## config.mk

```make
export PLATFORM = sky130hd
export DESIGN_NAME = tmr_cmp_top
export DESIGN_NICKNAME = d
export VERILOG_FILES = /design/src/rtl/tmr_cmp_pkg.sv /design/src/rtl/tmr_cmp_ctrl.sv /design/src/rtl/tmr_cmp_dp.sv /design/src/rtl/tmr_cmp_top.sv
export SDC_FILE = /design/constraint.sdc
export NUM_CORES = 1
export LEC_CHECK = 0
export ABC_AREA = 1
export BUFFER_PORTS_ARGS = -buffer_cell sky130_fd_sc_hd__buf_2
export CORE_MARGIN = 2
export CORE_UTILIZATION = 45
export CTS_CLUSTER_DIAMETER = 50
export CTS_CLUSTER_SIZE = 16
export DETAILED_ROUTE_END_ITERATION = 16
export SLEW_MARGIN = 20
export SYNTH_ARGS = -nofsm -noshare
export SYNTH_HDL_FRONTEND = slang
export SYNTH_HIERARCHICAL = 1
export SYNTH_SLANG_ARGS = --single-unit
export TNS_END_PERCENT = 1
```

## constraint.sdc

```tcl
create_clock -name clk -period 2.6 [get_ports clk]
set_input_delay 0 -clock clk [delete_from_list [all_inputs] [get_ports clk]]
set_output_delay 0 -clock clk [all_outputs]
set_load 0.02 [all_outputs]
```

## src/rtl/tmr_cmp_pkg.sv

```systemverilog
package tmr_cmp_pkg;
  localparam int BYTE_W = 8;
  localparam int CNT_W  = 2 * BYTE_W;
  localparam int NCH    = 2;

  typedef enum logic [2:0] {
    ADR_CFG   = 3'd0,
    ADR_FRC   = 3'd1,
    ADR_CNT_L = 3'd2,
    ADR_CNT_H = 3'd3,
    ADR_CA_L  = 3'd4,
    ADR_CA_H  = 3'd5,
    ADR_CB_L  = 3'd6,
    ADR_CB_H  = 3'd7
  } addr_e;

  typedef enum logic [1:0] {
    COM_OFF = 2'b00,
    COM_TGL = 2'b01,
    COM_CLR = 2'b10,
    COM_SET = 2'b11
  } com_e;

  typedef enum logic [1:0] {
    WAV_FREE = 2'b00,
    WAV_CTC  = 2'b01,
    WAV_PW0  = 2'b10,
    WAV_PW1  = 2'b11
  } wave_e;

  typedef struct packed {
    logic  edgeRise;
    logic  extSel;
    wave_e wave;
    com_e  comB;
    com_e  comA;
  } cfg_t;

  typedef struct packed {
    logic             loadCnt;
    logic             loadCmpA;
    logic             loadCmpB;
    logic [CNT_W-1:0] loadVal;
    logic             forceA;
    logic             forceB;
    logic             clrA;
    logic             clrB;
  } strobe_t;
endpackage

```

## src/rtl/tmr_cmp_ctrl.sv

```systemverilog
module tmr_cmp_ctrl
  import tmr_cmp_pkg::*;
(
  input  logic              clk,
  input  logic              rstN,
  input  logic              wrEn,
  input  logic              rdEn,
  input  logic [2:0]        addr,
  input  logic [BYTE_W-1:0] wrData,
  input  logic [CNT_W-1:0]  cnt,
  input  logic [CNT_W-1:0]  cmpA,
  input  logic [CNT_W-1:0]  cmpB,
  input  logic [NCH-1:0]    flags,
  output cfg_t              cfg,
  output strobe_t           stb,
  output logic [BYTE_W-1:0] rdData
);
  logic [BYTE_W-1:0] tempHi;
  logic [CNT_W-1:0]  selVal;
  logic              pwmWave;
  addr_e             adr;

  assign adr     = addr_e'(addr);
  assign pwmWave = cfg.wave[1];

  always_comb begin
    case (adr)
      ADR_CA_L, ADR_CA_H: selVal = cmpA;
      ADR_CB_L, ADR_CB_H: selVal = cmpB;
      default:            selVal = cnt;
    endcase
  end

  always_comb begin
    stb = '0;
    stb.loadVal = {tempHi, wrData};
    if (wrEn) begin
      case (adr)
        ADR_FRC: begin
          stb.forceA = wrData[7] & ~pwmWave;
          stb.forceB = wrData[6] & ~pwmWave;
          stb.clrA   = wrData[0];
          stb.clrB   = wrData[1];
        end
        ADR_CNT_L: stb.loadCnt  = 1'b1;
        ADR_CA_L:  stb.loadCmpA = 1'b1;
        ADR_CB_L:  stb.loadCmpB = 1'b1;
        default: ;
      endcase
    end
  end

  always_ff @(posedge clk) begin
    if (!rstN) begin
      cfg    <= '0;
      tempHi <= '0;
    end else begin
      if (wrEn && adr == ADR_CFG) cfg <= cfg_t'(wrData);
      if (wrEn && addr[0] && addr[2:1] != 2'b00)
        tempHi <= wrData;
      else if (rdEn && !wrEn && !addr[0] && addr[2:1] != 2'b00)
        tempHi <= selVal[CNT_W-1:BYTE_W];
    end
  end

  always_comb begin
    case (adr)
      ADR_CFG: rdData = cfg;
      ADR_FRC: rdData = {{(BYTE_W-NCH){1'b0}}, flags};
      ADR_CNT_L, ADR_CA_L, ADR_CB_L: rdData = selVal[BYTE_W-1:0];
      default: rdData = tempHi;
    endcase
  end
endmodule

```

## src/rtl/tmr_cmp_dp.sv

```systemverilog
module tmr_cmp_dp
  import tmr_cmp_pkg::*;
#(
  parameter int SYNC_STAGES = 2
) (
  input  logic             clk,
  input  logic             rstN,
  input  logic             tickEn,
  input  logic             extPin,
  input  cfg_t             cfg,
  input  strobe_t          stb,
  output logic [CNT_W-1:0] cnt,
  output logic [CNT_W-1:0] cmpA,
  output logic [CNT_W-1:0] cmpB,
  output logic [NCH-1:0]   flags,
  output logic [NCH-1:0]   ocPin
);
  localparam int SS = (SYNC_STAGES < 2) ? 2 : SYNC_STAGES;

  logic [SS-1:0]    syncQ;
  logic             prevLvl;
  logic             extEdge;
  logic             step;
  logic             blockArm;
  logic [CNT_W-1:0] cmpQ [NCH];
  logic [NCH-1:0]   hit;
  logic [NCH-1:0]   ocQ;
  logic [NCH-1:0]   loadCmp;
  logic [NCH-1:0]   forceV;
  logic [NCH-1:0]   clrV;
  com_e             comSel [NCH];

  assign loadCmp   = {stb.loadCmpB, stb.loadCmpA};
  assign forceV    = {stb.forceB, stb.forceA};
  assign clrV      = {stb.clrB, stb.clrA};
  assign comSel[0] = cfg.comA;
  assign comSel[1] = cfg.comB;

  // external count pin: synchronizer, then edge detect
  always_ff @(posedge clk) begin
    if (!rstN) begin
      syncQ   <= '0;
      prevLvl <= 1'b0;
    end else begin
      syncQ   <= {syncQ[SS-2:0], extPin};
      prevLvl <= syncQ[SS-1];
    end
  end

  assign extEdge = cfg.edgeRise ? (syncQ[SS-1] & ~prevLvl)
                                : (~syncQ[SS-1] & prevLvl);
  assign step    = cfg.extSel ? extEdge : tickEn;

  // a CPU counter write suppresses matches on the next step
  always_ff @(posedge clk) begin
    if (!rstN)            blockArm <= 1'b0;
    else if (stb.loadCnt) blockArm <= 1'b1;
    else if (step)        blockArm <= 1'b0;
  end

  always_ff @(posedge clk) begin
    if (!rstN)            cnt <= '0;
    else if (stb.loadCnt) cnt <= stb.loadVal;
    else if (step)        cnt <= (cfg.wave == WAV_CTC && hit[0]) ? '0 : cnt + 1'b1;
  end

  function automatic logic nextPin(com_e mode, logic cur);
    case (mode)
      COM_TGL: return ~cur;
      COM_CLR: return 1'b0;
      COM_SET: return 1'b1;
      default: return cur;
    endcase
  endfunction

  for (genvar i = 0; i < NCH; i++) begin : g_ch
    assign hit[i] = step && !blockArm && (cnt == cmpQ[i]);

    always_ff @(posedge clk) begin
      if (!rstN)           cmpQ[i] <= '0;
      else if (loadCmp[i]) cmpQ[i] <= stb.loadVal;
    end

    always_ff @(posedge clk) begin
      if (!rstN)                    ocQ[i] <= 1'b0;
      else if (hit[i] || forceV[i]) ocQ[i] <= nextPin(comSel[i], ocQ[i]);
    end

    always_ff @(posedge clk) begin
      if (!rstN)        flags[i] <= 1'b0;
      else if (hit[i])  flags[i] <= 1'b1;
      else if (clrV[i]) flags[i] <= 1'b0;
    end

    assign ocPin[i] = (comSel[i] != COM_OFF) & ocQ[i];

    p_flag_cause_r7: assert property (@(posedge clk) disable iff (!rstN)
      $rose(flags[i]) |-> $past(step && !blockArm && cnt == cmpQ[i]));

    p_force_noflag_r9: assert property (@(posedge clk) disable iff (!rstN)
      forceV[i] && !step && !flags[i] |=> !flags[i]);

    p_block_match_r12: assert property (@(posedge clk) disable iff (!rstN)
      blockArm && step && !flags[i] |=> !flags[i]);
  end

  assign cmpA = cmpQ[0];
  assign cmpB = cmpQ[1];

  p_hold_r2: assert property (@(posedge clk) disable iff (!rstN)
    !step && !stb.loadCnt |=> $stable(cnt));

  p_ctc_top_r6: assert property (@(posedge clk) disable iff (!rstN)
    cfg.wave == WAV_CTC && step && !blockArm && cnt == cmpQ[0] && !stb.loadCnt
    |=> cnt == '0);

  p_ext_only_r13: assert property (@(posedge clk) disable iff (!rstN)
    cfg.extSel && !extEdge && !stb.loadCnt |=> $stable(cnt));
endmodule

```

## src/rtl/tmr_cmp_top.sv

```systemverilog
module tmr_cmp_top
  import tmr_cmp_pkg::*;
#(
  parameter int SYNC_STAGES = 2
) (
  input  logic       clk,
  input  logic       rstN,
  input  logic       tickEn,
  input  logic       extPin,
  input  logic       wrEn,
  input  logic       rdEn,
  input  logic [2:0] addr,
  input  logic [7:0] wrData,
  output logic [7:0] rdData,
  output logic       ocA,
  output logic       ocB,
  output logic       flagA,
  output logic       flagB
);
  cfg_t             cfg;
  strobe_t          stb;
  logic [CNT_W-1:0] cnt;
  logic [CNT_W-1:0] cmpA;
  logic [CNT_W-1:0] cmpB;
  logic [NCH-1:0]   flags;
  logic [NCH-1:0]   ocPin;

  tmr_cmp_ctrl u_ctrl (
    .clk(clk), .rstN(rstN), .wrEn(wrEn), .rdEn(rdEn), .addr(addr),
    .wrData(wrData), .cnt(cnt), .cmpA(cmpA), .cmpB(cmpB), .flags(flags),
    .cfg(cfg), .stb(stb), .rdData(rdData)
  );

  tmr_cmp_dp #(.SYNC_STAGES(SYNC_STAGES)) u_dp (
    .clk(clk), .rstN(rstN), .tickEn(tickEn), .extPin(extPin), .cfg(cfg),
    .stb(stb), .cnt(cnt), .cmpA(cmpA), .cmpB(cmpB), .flags(flags),
    .ocPin(ocPin)
  );

  assign ocA   = ocPin[0];
  assign ocB   = ocPin[1];
  assign flagA = flags[0];
  assign flagB = flags[1];

  p_force_pwm_r10: assert property (@(posedge clk) disable iff (!rstN)
    wrEn && addr == 3'd1 && cfg.wave[1] && !tickEn && !cfg.extSel
    |=> $stable(ocA) && $stable(ocB));

  always_comb begin
    if (rstN === 1'b1 && addr == 3'd1)
      p_force_reads_zero_r11: assert (rdData[7:6] == 2'b00);
  end
endmodule

```

==> summary.txt, run 1 <==
ANT nets after route = 0
I/O Pins = 29
status = completed
most frequent cells in the layout = 163 x nand2_1, 87 x inv_1, 76 x nor2_1
max cap viols = 0
clock-pin transition on the worst setup and hold timing paths = 80 ps
Detail Placement HPWL = 9518 um
Layout fillers = 1,023
Wirelength per Cell = 16.00 um
Startpoint Class = flip-flop
total chip power = 0.002472 W
mapped cell area = 4581 sq um
end of the critical path = u_dp/cnt[12]
via count = 4,288
Post-CTS Resized = 0
core area = 9819 sq um
NumNets Final = 684
Pwr Density = 494.4 nW/um^2
R2R setup slack = 780 ps
DIE AREA = 11,000 sq um
layout cells sized above 1 = 13.11%
vias in the first global route = 4,054
crit path kind = reg -> reg
CTS Buf Count = 9
part of the Yosys area used for sequential elements = 38.46%
Final Hold Viols = 0
WL final = 12,860 um
Arr. time, crit path = 2110 ps
number of remaining DRC errors = 0
DR vias/cell = 5.333
Synth Net Count = 660
setup TNS = 0 ps
RR Startpoint = u_dp/cnt[1]
Clk Latency, worst-skew pair = 350 ps
Rel. slew slack = 51.33%
Finished Core Util = 50.93%
first-pass GRT wire length = 21,050 um
Site Rows = 36
Final Setup Violations = 0
n_diodes = 0
die width = 104.9 um
RSZ-0062 raised after global routing = no
Buffers on Ports = 28
Least-Margin Pin Slew = 728.3 ps
Synth Register Bits = 72
Leak = 2.194 nW
CTS tree = yes
Max H-tree Level = 3
Root Buffer Master = clkbuf_8
Slowest-stage cell, CP = dfxtp_1
post-route clock period utilization = 70.00%
Chip Height = 104.9 um
Layout area overhead = 9.178%
GRT Residual Overflow = 0
largest stage delay on the critical path = 490 ps
clk sinks = 72
Global Route Usage Sum = 24.44%
Hold Crit Class = in -> reg
routability cong. = 0.8857
r2r worst-path depth = 8
reg2reg end = u_dp/cnt[12]
critical path peak fanout = 6
worst-path cell chain = ha_1, nand2_1, nor2_4, nand3_2, nor3_1, or2_1, nand4_1, a21oi_1
largest net degree at the start of global routing = 24
Iteration-0 DRC Markers = 361
fmax = 549.5 MHz
Netlist cell types = 38
crit path launch = u_dp/cnt[1]
Worst EP required = 2890 ps
minimum clock period after layout = 1820 ps
initial antenna violation count = 0
yosys warns = 6
Starting Density = 46.65%
final worst clock skew = 3.926 ps
Synth Area per Inst = 7.135 sq um
Final Slew Violations = 0
Detailed Routing Iterations Pass 1 = 5
CP endpoint kind = flip-flop
Max VDD drop = 0.3202 mV
final hold slack = 117.6 ps
commonest non-fill, non-tap cell in the layout = nand2_1
post-synthesis cell count = 642
clk buf depth = 2
synthesized netlist by cell type (all sizes together):
cell type,instances,share of area [%]
ha,1,0.27
buf,25,4.0
o21ai,13,1.4
or2,5,0.68
o21a,2,0.33
nor2,86,8.8
nand3b,1,0.16
xor2,21,4.0
nor4,1,0.14
nand4,13,2.2
nand2,168,15
inv,99,8.5
clkbuf,5,0.41
nand3,78,9.1
dfxtp,40,17
nor3,7,0.87
o22ai,14,1.9
edfxtp,32,21
a21oi,23,2.5
o211ai,8,1.3
through the flow:
stage	instances	setup slack, ps	area [sq um]
floorplan	642	861.4	4581
global placement	779	859.0	4728
detailed placement	779	837.5	4728
CTS	804	820.3	5001
global route	804	553.3	5001
finish	804	780.1	5001
report_power, final:
part	switching (W)	leakage, nW	total, W	internal, W
clock network	0.000447	0.0951	0.000842	0.000395
logic	0.000241	1.45	0.000355	0.000115
registers	0.0000470	0.646	0.00127	0.00123
total	0.000734	2.19	0.00247	0.00174
state kept, by name (all words and copies together) (netlist names):
name	flops
u_dp/cnt	16
u_dp/flags	2
u_dp/ocQ	2
u_ctrl/cfg	8
u_dp/syncQ	2
u_dp/prevLvl	1
u_dp/blockArm	1
u_dp/cmpQ	32
u_ctrl/tempHi	8
worst min-delay path by stage:
| stage | start | to | cells past startpoint | slack (ps) |
|---|---|---|---|---|
| 6_report | rstN | u_dp/syncQ[1] | 4 | 120 |
| 3_5_place_dp | extPin | u_dp/syncQ[0] | 3 | 230 |
| 4_1_cts | rstN | u_dp/syncQ[1] | 4 | 110 |
| 2_1_floorplan | rstN | u_dp/syncQ[0] | 2 | 90 |
| 3_3_place_gp | extPin | u_dp/syncQ[0] | 3 | 240 |
| 5_1_grt | rstN | u_dp/syncQ[0] | 4 | 140 |
critical path, delay by kind of cell (launching register included):
| kind | cells | cell delay [ps] |
|---|---|---|
| AOI/OAI and AO/OA | 1 | 140 |
| DFF | 1 | 490 |
| adders and majority gates | 1 | 220 |
| and+or+nand+nor | 6 | 900 |
layer usage:
layer	vias up	share of wire (%)	global-route usage [%]
met5	-	0	0
met4	0	1.8	8.667
met3	18	5.2	2.932
met2	159	46	39.29
met1	2017	47	33.91
li1	2094	-	-
logic make-up (layout without fill, tap and decap cells):
group	after synthesis	in the layout	synth area share, %
xor+xnor	21	21	4.015
flops	72	72	38.46
compound gates	60	60	7.484
simple gates	359	359	36.82
fa+ha+maj	1	1	0.2731
buf+inv	129	158	12.95
cell type report:
cell class / count / area, sq um / share of cell area [%]
multi-input cells: 441 / 2226 / 44.51
flip-flops and latches: 72 / 1762 / 35.23
inverters: 99 / 389.1 / 7.781
repair buffers: 43 / 275.3 / 5.504
well taps: 133 / 166.4 / 3.328
clock buffers: 11 / 151.4 / 3.027
clock inverters: 5 / 31.28 / 0.6255
repair_timing:
| action | in CTS | in global routing |
|---|---|---|
| hold buffers | 9 | 0 |
| endpoints found under the hold margin | 9 | 0 |
| buffers inserted | 0 | 0 |
(Power assumes the default switching activity.)
==> run 2: changes to the inputs <==
Clock period 2.6 ns to 1.9 ns, I/O delays scaled along.
==> summary.txt, run 2 (synthesis results as in run 1) <==
routability cong. = 0.9755 (was 0.8857)
Buf/Inv on CP = 1 (was 0)
Final Setup Violations = 0 (unchanged)
initial antenna violation count = 0 (unchanged)
Final Hold Viols = 0 (unchanged)
total chip power = 0.003636 W (was 0.002472 W)
setup TNS = 0 ps (unchanged)
max cap viols = 0 (unchanged)
vias in the first global route = 3,961 (was 4,054)
clk buf depth = 2 (unchanged)
Worst EP required = 2140 ps (was 2890 ps)
status = completed (unchanged)
Rel. slew slack = 57.28% (was 51.33%)
commonest non-fill, non-tap cell in the layout = nand2_1 (unchanged)
area of the multi-input gates = 2228 sq um (was 2226 sq um)
WL final = 13,540 um (was 12,860 um)
most frequent cells in the layout = 163 x nand2_1, 87 x inv_1, 75 x nor2_1 (was 163 x nand2_1, 87 x inv_1, 76 x nor2_1)
clk sinks = 72 (unchanged)
Least-Margin Pin Slew = 639.3 ps (was 728.3 ps)
Site Rows = 36 (unchanged)
Starting Density = 46.65% (unchanged)
final worst clock skew = 8.714 ps (was 3.926 ps)
die width = 104.9 um (unchanged)
ANT nets after route = 0 (unchanged)
post-route clock period utilization = 93.01% (was 70.00%)
Largest regs = u_dp/cmpQ x32, u_dp/cnt x16 (unchanged)
Iteration-0 DRC Markers = 438 (was 361)
Detail Placement HPWL = 9857 um (was 9518 um)
n_diodes = 0 (unchanged)
worst-path cell chain = inv_1, nand2_1, nand2_1, nor2_1, nand2_1, nor2_4, nand4_4, nand3b_1, a21oi_1 (was ha_1, nand2_1, nor2_4, nand3_2, nor3_1, or2_1, nand4_1, a21oi_1)
CTS Buf Count = 9 (unchanged)
GRT Residual Overflow = 0 (unchanged)
Global Route Usage Sum = 25.13% (was 24.44%)
core area = 9819 sq um (unchanged)
Arr. time, crit path = 2010 ps (was 2110 ps)
CP endpoint kind = flip-flop (unchanged)
most frequent CP cell = nand2_1
layout cells sized above 1 = 15.37% (was 13.11%)
minimum clock period after layout = 1767 ps (was 1820 ps)
largest stage delay on the critical path = 500 ps (was 490 ps)
crit path kind = reg -> reg (unchanged)
Max H-tree Level = 3 (unchanged)
fmax = 565.8 MHz (was 549.5 MHz)
first-pass GRT wire length = 21,270 um (was 21,050 um)
top cell family by delay on the critical path = simple AND/OR/NAND/NOR gates (unchanged)
DIE AREA = 11,000 sq um (unchanged)
Storage cell area = 1768 sq um (was 1762 sq um)
critical path peak fanout = 16 (was 6)
Most flops, register = u_dp/cmpQ (unchanged)
Layout fillers = 999 (was 1,023)
number of remaining DRC errors = 0 (unchanged)
Chip Height = 104.9 um (unchanged)
via count = 4,410 (was 4,288)
Pwr Density = 707.7 nW/um^2 (was 494.4 nW/um^2)
Slowest-stage cell, CP = dfxtp_1 (unchanged)
Wirelength per Cell = 16.59 um (was 16.00 um)
Final Slew Violations = 0 (unchanged)
Root Buffer Master = clkbuf_8 (unchanged)
Layout area overhead = 12.18% (was 9.178%)
Hold Crit Class = in -> reg (unchanged)
DR vias/cell = 5.404 (was 5.333)
Buffers on Ports = 28 (unchanged)
I/O Pins = 29 (unchanged)
RSZ-0062 raised after global routing = yes (was no)
CTS tree = yes (unchanged)
NumNets Final = 696 (was 684)
largest net degree at the start of global routing = 29 (was 24)
Startpoint Class = flip-flop (unchanged)
clock-pin transition on the worst setup and hold timing paths = 80 ps (about the same)
Leak = 2.265 nW (was 2.194 nW)
number of flip-flops in the largest register = 32 (unchanged)
Max VDD drop = 0.4524 mV (was 0.3202 mV)
Clk Latency, worst-skew pair = 360 ps (was 350 ps)
Detailed Routing Iterations Pass 1 = 6 (was 5)
## run 2: path summary, 6_finish.rpt
path / startpoint / to / slack (ps) / cells past startpoint
worst max-delay path: u_dp/cnt[9] / u_dp/cnt[3] / 130 / 9
worst min-delay path: rstN / u_dp/syncQ[1] / 110 / 4
worst max register to register: u_dp/cnt[9] / u_dp/cnt[3] / 130 / 9
worst min register to register: u_dp/syncQ[0] / u_dp/syncQ[1] / 420 / 2
## run 2: layout make-up
cell class	instances	share of cell area (%)
Clock buffer	11	2.751
Clock inverter	5	1.558
Inverter	99	7.572
Multi-Input combinational cell	441	43.37
Sequential cell	72	34.40
Tap cell	133	3.238
Timing Repair Buffer	55	7.110
## run 2: tightest hold or removal path, stage by stage
cell and delay, ps:
buf_2 100, buf_4 200, nand2_1 80, inv_1 30
## run 2: repair_timing
item | in CTS | in global routing
gates resized for setup | 0 | 6
endpoints found under the hold margin | 9 | 0
setup endpoints to repair | 0 | 7
hold buffers | 9 | 0
setup buffers | 0 | 1
## run 2: per-stage QoR
step	worst slack [ps]	instances	utilization, %	hold WS, ps	cell area [sq um]
after floorplan	161.4	642	-	93.45	4581
after global placement	184.6	790	48.99	188.9	4811
after detailed placement	124.3	790	48.99	196.3	4811
after CTS	108.5	815	52.17	87.78	5122
after global routing	-25.14	816	52.33	100.4	5139
final	132.7	816	52.33	108.8	5139
## run 2: power by group
part           internal (W)  leakage [nW]  total, W  switching (W)
combinational      0.000165          1.51  0.000507       0.000342
clock              0.000774         0.106   0.00139       0.000613
sequential          0.00168         0.648   0.00174      0.0000618
## run 2: routing by layer
layer | share of wire (%) | global-route usage (%) | vias to the layer above
met4 | 1.0 | 8.190 | 0
li1 | - | - | 2121
met3 | 9.6 | 4.304 | 10
met1 | 44 | 35.92 | 2072
met5 | 0 | 0 | -
met2 | 46 | 38.54 | 207
==> run 3: changes to the inputs <==
Settings changed: ABC_AREA 1 to not set.
==> summary.txt, run 3 <==
status = completed (unchanged)
Netlist cell types = 57 (was 38)
Layout fillers = 822 (was 999)
most frequent cells in the layout = 63 x nand2_1, 46 x buf_4, 37 x dfxtp_1 (was 163 x nand2_1, 87 x inv_1, 75 x nor2_1)
Buffers on Ports = 28 (unchanged)
layout cells sized above 1 = 25.73% (was 15.37%)
die width = 102.4 um (was 104.9 um)
Detail Placement HPWL = 9631 um (was 9857 um)
core area = 9328 sq um (was 9819 sq um)
NumNets Final = 526 (was 696)
Synth Net Count = 478 (was 660)
worst-path cell chain = xor2_1, nor4_2, buf_4, nand4_1, or4_1, o311ai_1 (was inv_1, nand2_1, nand2_1, nor2_1, nand2_1, nor2_4, nand4_4, nand3b_1, a21oi_1)
crit path kind = reg -> reg (unchanged)
Arr. time, crit path = 2150 ps (was 2010 ps)
Root Buffer Master = clkbuf_8 (unchanged)
Starting Density = 46.69% (was 46.65%)
n_diodes = 0 (unchanged)
Site Rows = 35 (was 36)
most instantiated cells after synthesis = 63 x nand2_1, 40 x dfxtp_1, 36 x xor2_1, 33 x and3_1, 32 x edfxtp_1 (was 163 x nand2_1, 87 x inv_1, 76 x nor2_1, 74 x nand3_1, 40 x dfxtp_1)
Global Route Usage Sum = 27.78% (was 25.13%)
final worst clock skew = 17.66 ps (was 8.714 ps)
Synth Area per Inst = 9.468 sq um (was 7.135 sq um)
clk buf depth = 2 (unchanged)
Layout area overhead = 18.82% (was 12.18%)
post-route clock period utilization = 98.45% (was 93.01%)
RSZ-0062 raised after global routing = yes (unchanged)
Post-Layout Inst Area = 5175 sq um (was 5139 sq um)
initial antenna violation count = 0 (unchanged)
Final Slew Violations = 0 (unchanged)
Synth Register Bits = 72 (unchanged)
critical path peak fanout = 2 (was 16)
DIE AREA = 10,480 sq um (was 11,000 sq um)
mapped cell area = 4355 sq um (was 4581 sq um)
largest net degree at the start of global routing = 31 (was 29)
Detailed Routing Iterations Pass 1 = 5 (was 6)
Pwr Density = 688.4 nW/um^2 (was 707.7 nW/um^2)
Max H-tree Level = 3 (unchanged)
Max VDD drop = 0.3436 mV (was 0.4524 mV)
vias in the first global route = 3,693 (was 3,961)
Yosys top cell area share = 22.06% (was 20.98%)
top cell family by delay on the critical path = simple AND/OR/NAND/NOR gates (unchanged)
Iteration-0 DRC Markers = 362 (was 438)
Hold Crit Class = in -> reg (unchanged)
GRT Residual Overflow = 0 (unchanged)
CP endpoint kind = flip-flop (unchanged)
CTS tree = yes (unchanged)
Final Setup Violations = 0 (unchanged)
max cap viols = 0 (unchanged)
Leak = 2.101 nW (was 2.265 nW)
Buf/Inv on CP = 1 (unchanged)
yosys warns = 6 (unchanged)
cell with the most instances after synthesis = nand2_1 (unchanged)
Chip Height = 102.4 um (was 104.9 um)
Rel. slew slack = 43.66% (was 57.28%)
Final Hold Viols = 0 (unchanged)
dpl ws = -76.39 ps (was 124.3 ps)
first-pass GRT wire length = 21,140 um (was 21,270 um)
Slowest-stage cell, CP = or4_1 (was dfxtp_1)
Wirelength per Cell = 21.54 um (was 16.59 um)
via count = 3,859 (was 4,410)
Most flops, register = u_dp/cmpQ (unchanged)
area post-placement = 4770 sq um (was 4811 sq um)
area leader, netlist = edfxtp_1 (unchanged)
Worst EP required = 2180 ps (was 2140 ps)
minimum clock period after layout = 1870 ps (was 1767 ps)
Clk Latency, worst-skew pair = 360 ps (about the same)
Post-synth EDFFs = 32 (unchanged)
largest stage delay on the critical path = 450 ps (was 500 ps)
asr flop ratio synth = 0% (unchanged)
I/O Pins = 29 (unchanged)
fin worst setup slack = 29.54 ps (was 132.7 ps)
Synth Flop Type = dfxtp_1 (unchanged)
WL final = 13,830 um (was 13,540 um)
clk sinks = 72 (unchanged)
total chip power = 0.003562 W (was 0.003636 W)
Least-Margin Pin Slew = 841.1 ps (was 639.3 ps)
setup TNS = 0 ps (unchanged)
clock-pin transition on the worst setup and hold timing paths = 90 ps (was 80 ps)
part of the Yosys area used for sequential elements = 40.45% (was 38.46%)
commonest non-fill, non-tap cell in the layout = nand2_1 (unchanged)
Startpoint Class = flip-flop (unchanged)
number of remaining DRC errors = 0 (unchanged)
largest cells by area after synthesis = edfxtp_1 22%, dfxtp_1 18%, xor2_1 7.2% (was edfxtp_1 21%, dfxtp_1 17%, nand2_1 13%)
Largest regs = u_dp/cmpQ x32, u_dp/cnt x16 (unchanged)
final hold slack = 78.34 ps (was 108.8 ps)
CTS Buf Count = 9 (unchanged)
fmax = 534.6 MHz (was 565.8 MHz)
DR vias/cell = 6.011 (was 5.404)
routability cong. = 0.9119 (was 0.9755)
ANT nets after route = 0 (unchanged)
number of flip-flops in the largest register = 32 (unchanged)
post-synthesis cell count = 460 (was 642)
## run 3: layout make-up
class	instances	area (sq um)	share of cell area [%]
clock inverter	5	33.78	0.6528
clock buffer	11	173.9	3.361
multi-input combinational	323	2360	45.60
tap	129	161.4	3.119
inverter	16	60.06	1.161
timing repair buffer	86	618.1	11.94
sequential	72	1768	34.16
## run 3: final timing paths
| path | start | to | slack [ps] | cells after the start |
|---|---|---|---|---|
| worst max register to register | u_dp/cmpQ[1][15] | u_dp/ocQ[1] | 30 | 6 |
| worst min-delay path | rstN | u_dp/flags[1] | 80 | 2 |
| worst min register to register | u_dp/syncQ[0] | u_dp/syncQ[1] | 440 | 1 |
| worst max-delay path | u_dp/cmpQ[1][15] | u_dp/ocQ[1] | 30 | 6 |
## run 3: routing by layer
metal	vias to the layer above	routed length, um	track usage, %
met4	0	667	14.56
met2	201	6334	43.37
li1	1761	-	-
met3	47	1004	5.404
met1	1850	5824	36.61
met5	-	0	0
## run 3: what timing repair did
action,4_1_cts,5_1_grt
gates cloned,0,0
setup endpoints to repair,3,8
hold buffers,9,0
pin swaps,1,10
setup buffers,0,3
hold endpoints to repair,14,0
gates resized for setup,3,19
## run 3: cells by family (layout without fill, tap and decap cells)
logic type	after synthesis	after routing	synth area share (%)
XOR/XNOR	43	43	8.647
buffers and inverters	65	118	7.440
AO/OA/AOI/OAI	76	76	12.55
adder cells (fa/ha/maj)	1	1	0.2872
flip-flops	72	72	40.45
multiplexers	29	29	9.222
AND/OR/NAND/NOR	174	174	21.40
## run 3: through the flow
step | instances | utilization (%)
6_report | 642 | 55.48
5_1_grt | 642 | 55.48
4_1_cts | 640 | 54.53
3_5_place_dp | 615 | 51.13
3_3_place_gp | 615 | 51.13
2_1_floorplan | 460 | -
## run 3: where the power goes
part	leakage (nW)	internal (W)	switching, W
Combinational	1.34	0.000224	0.000305
Clock	0.110	0.000637	0.000636
Sequential	0.648	0.00169	0.0000744
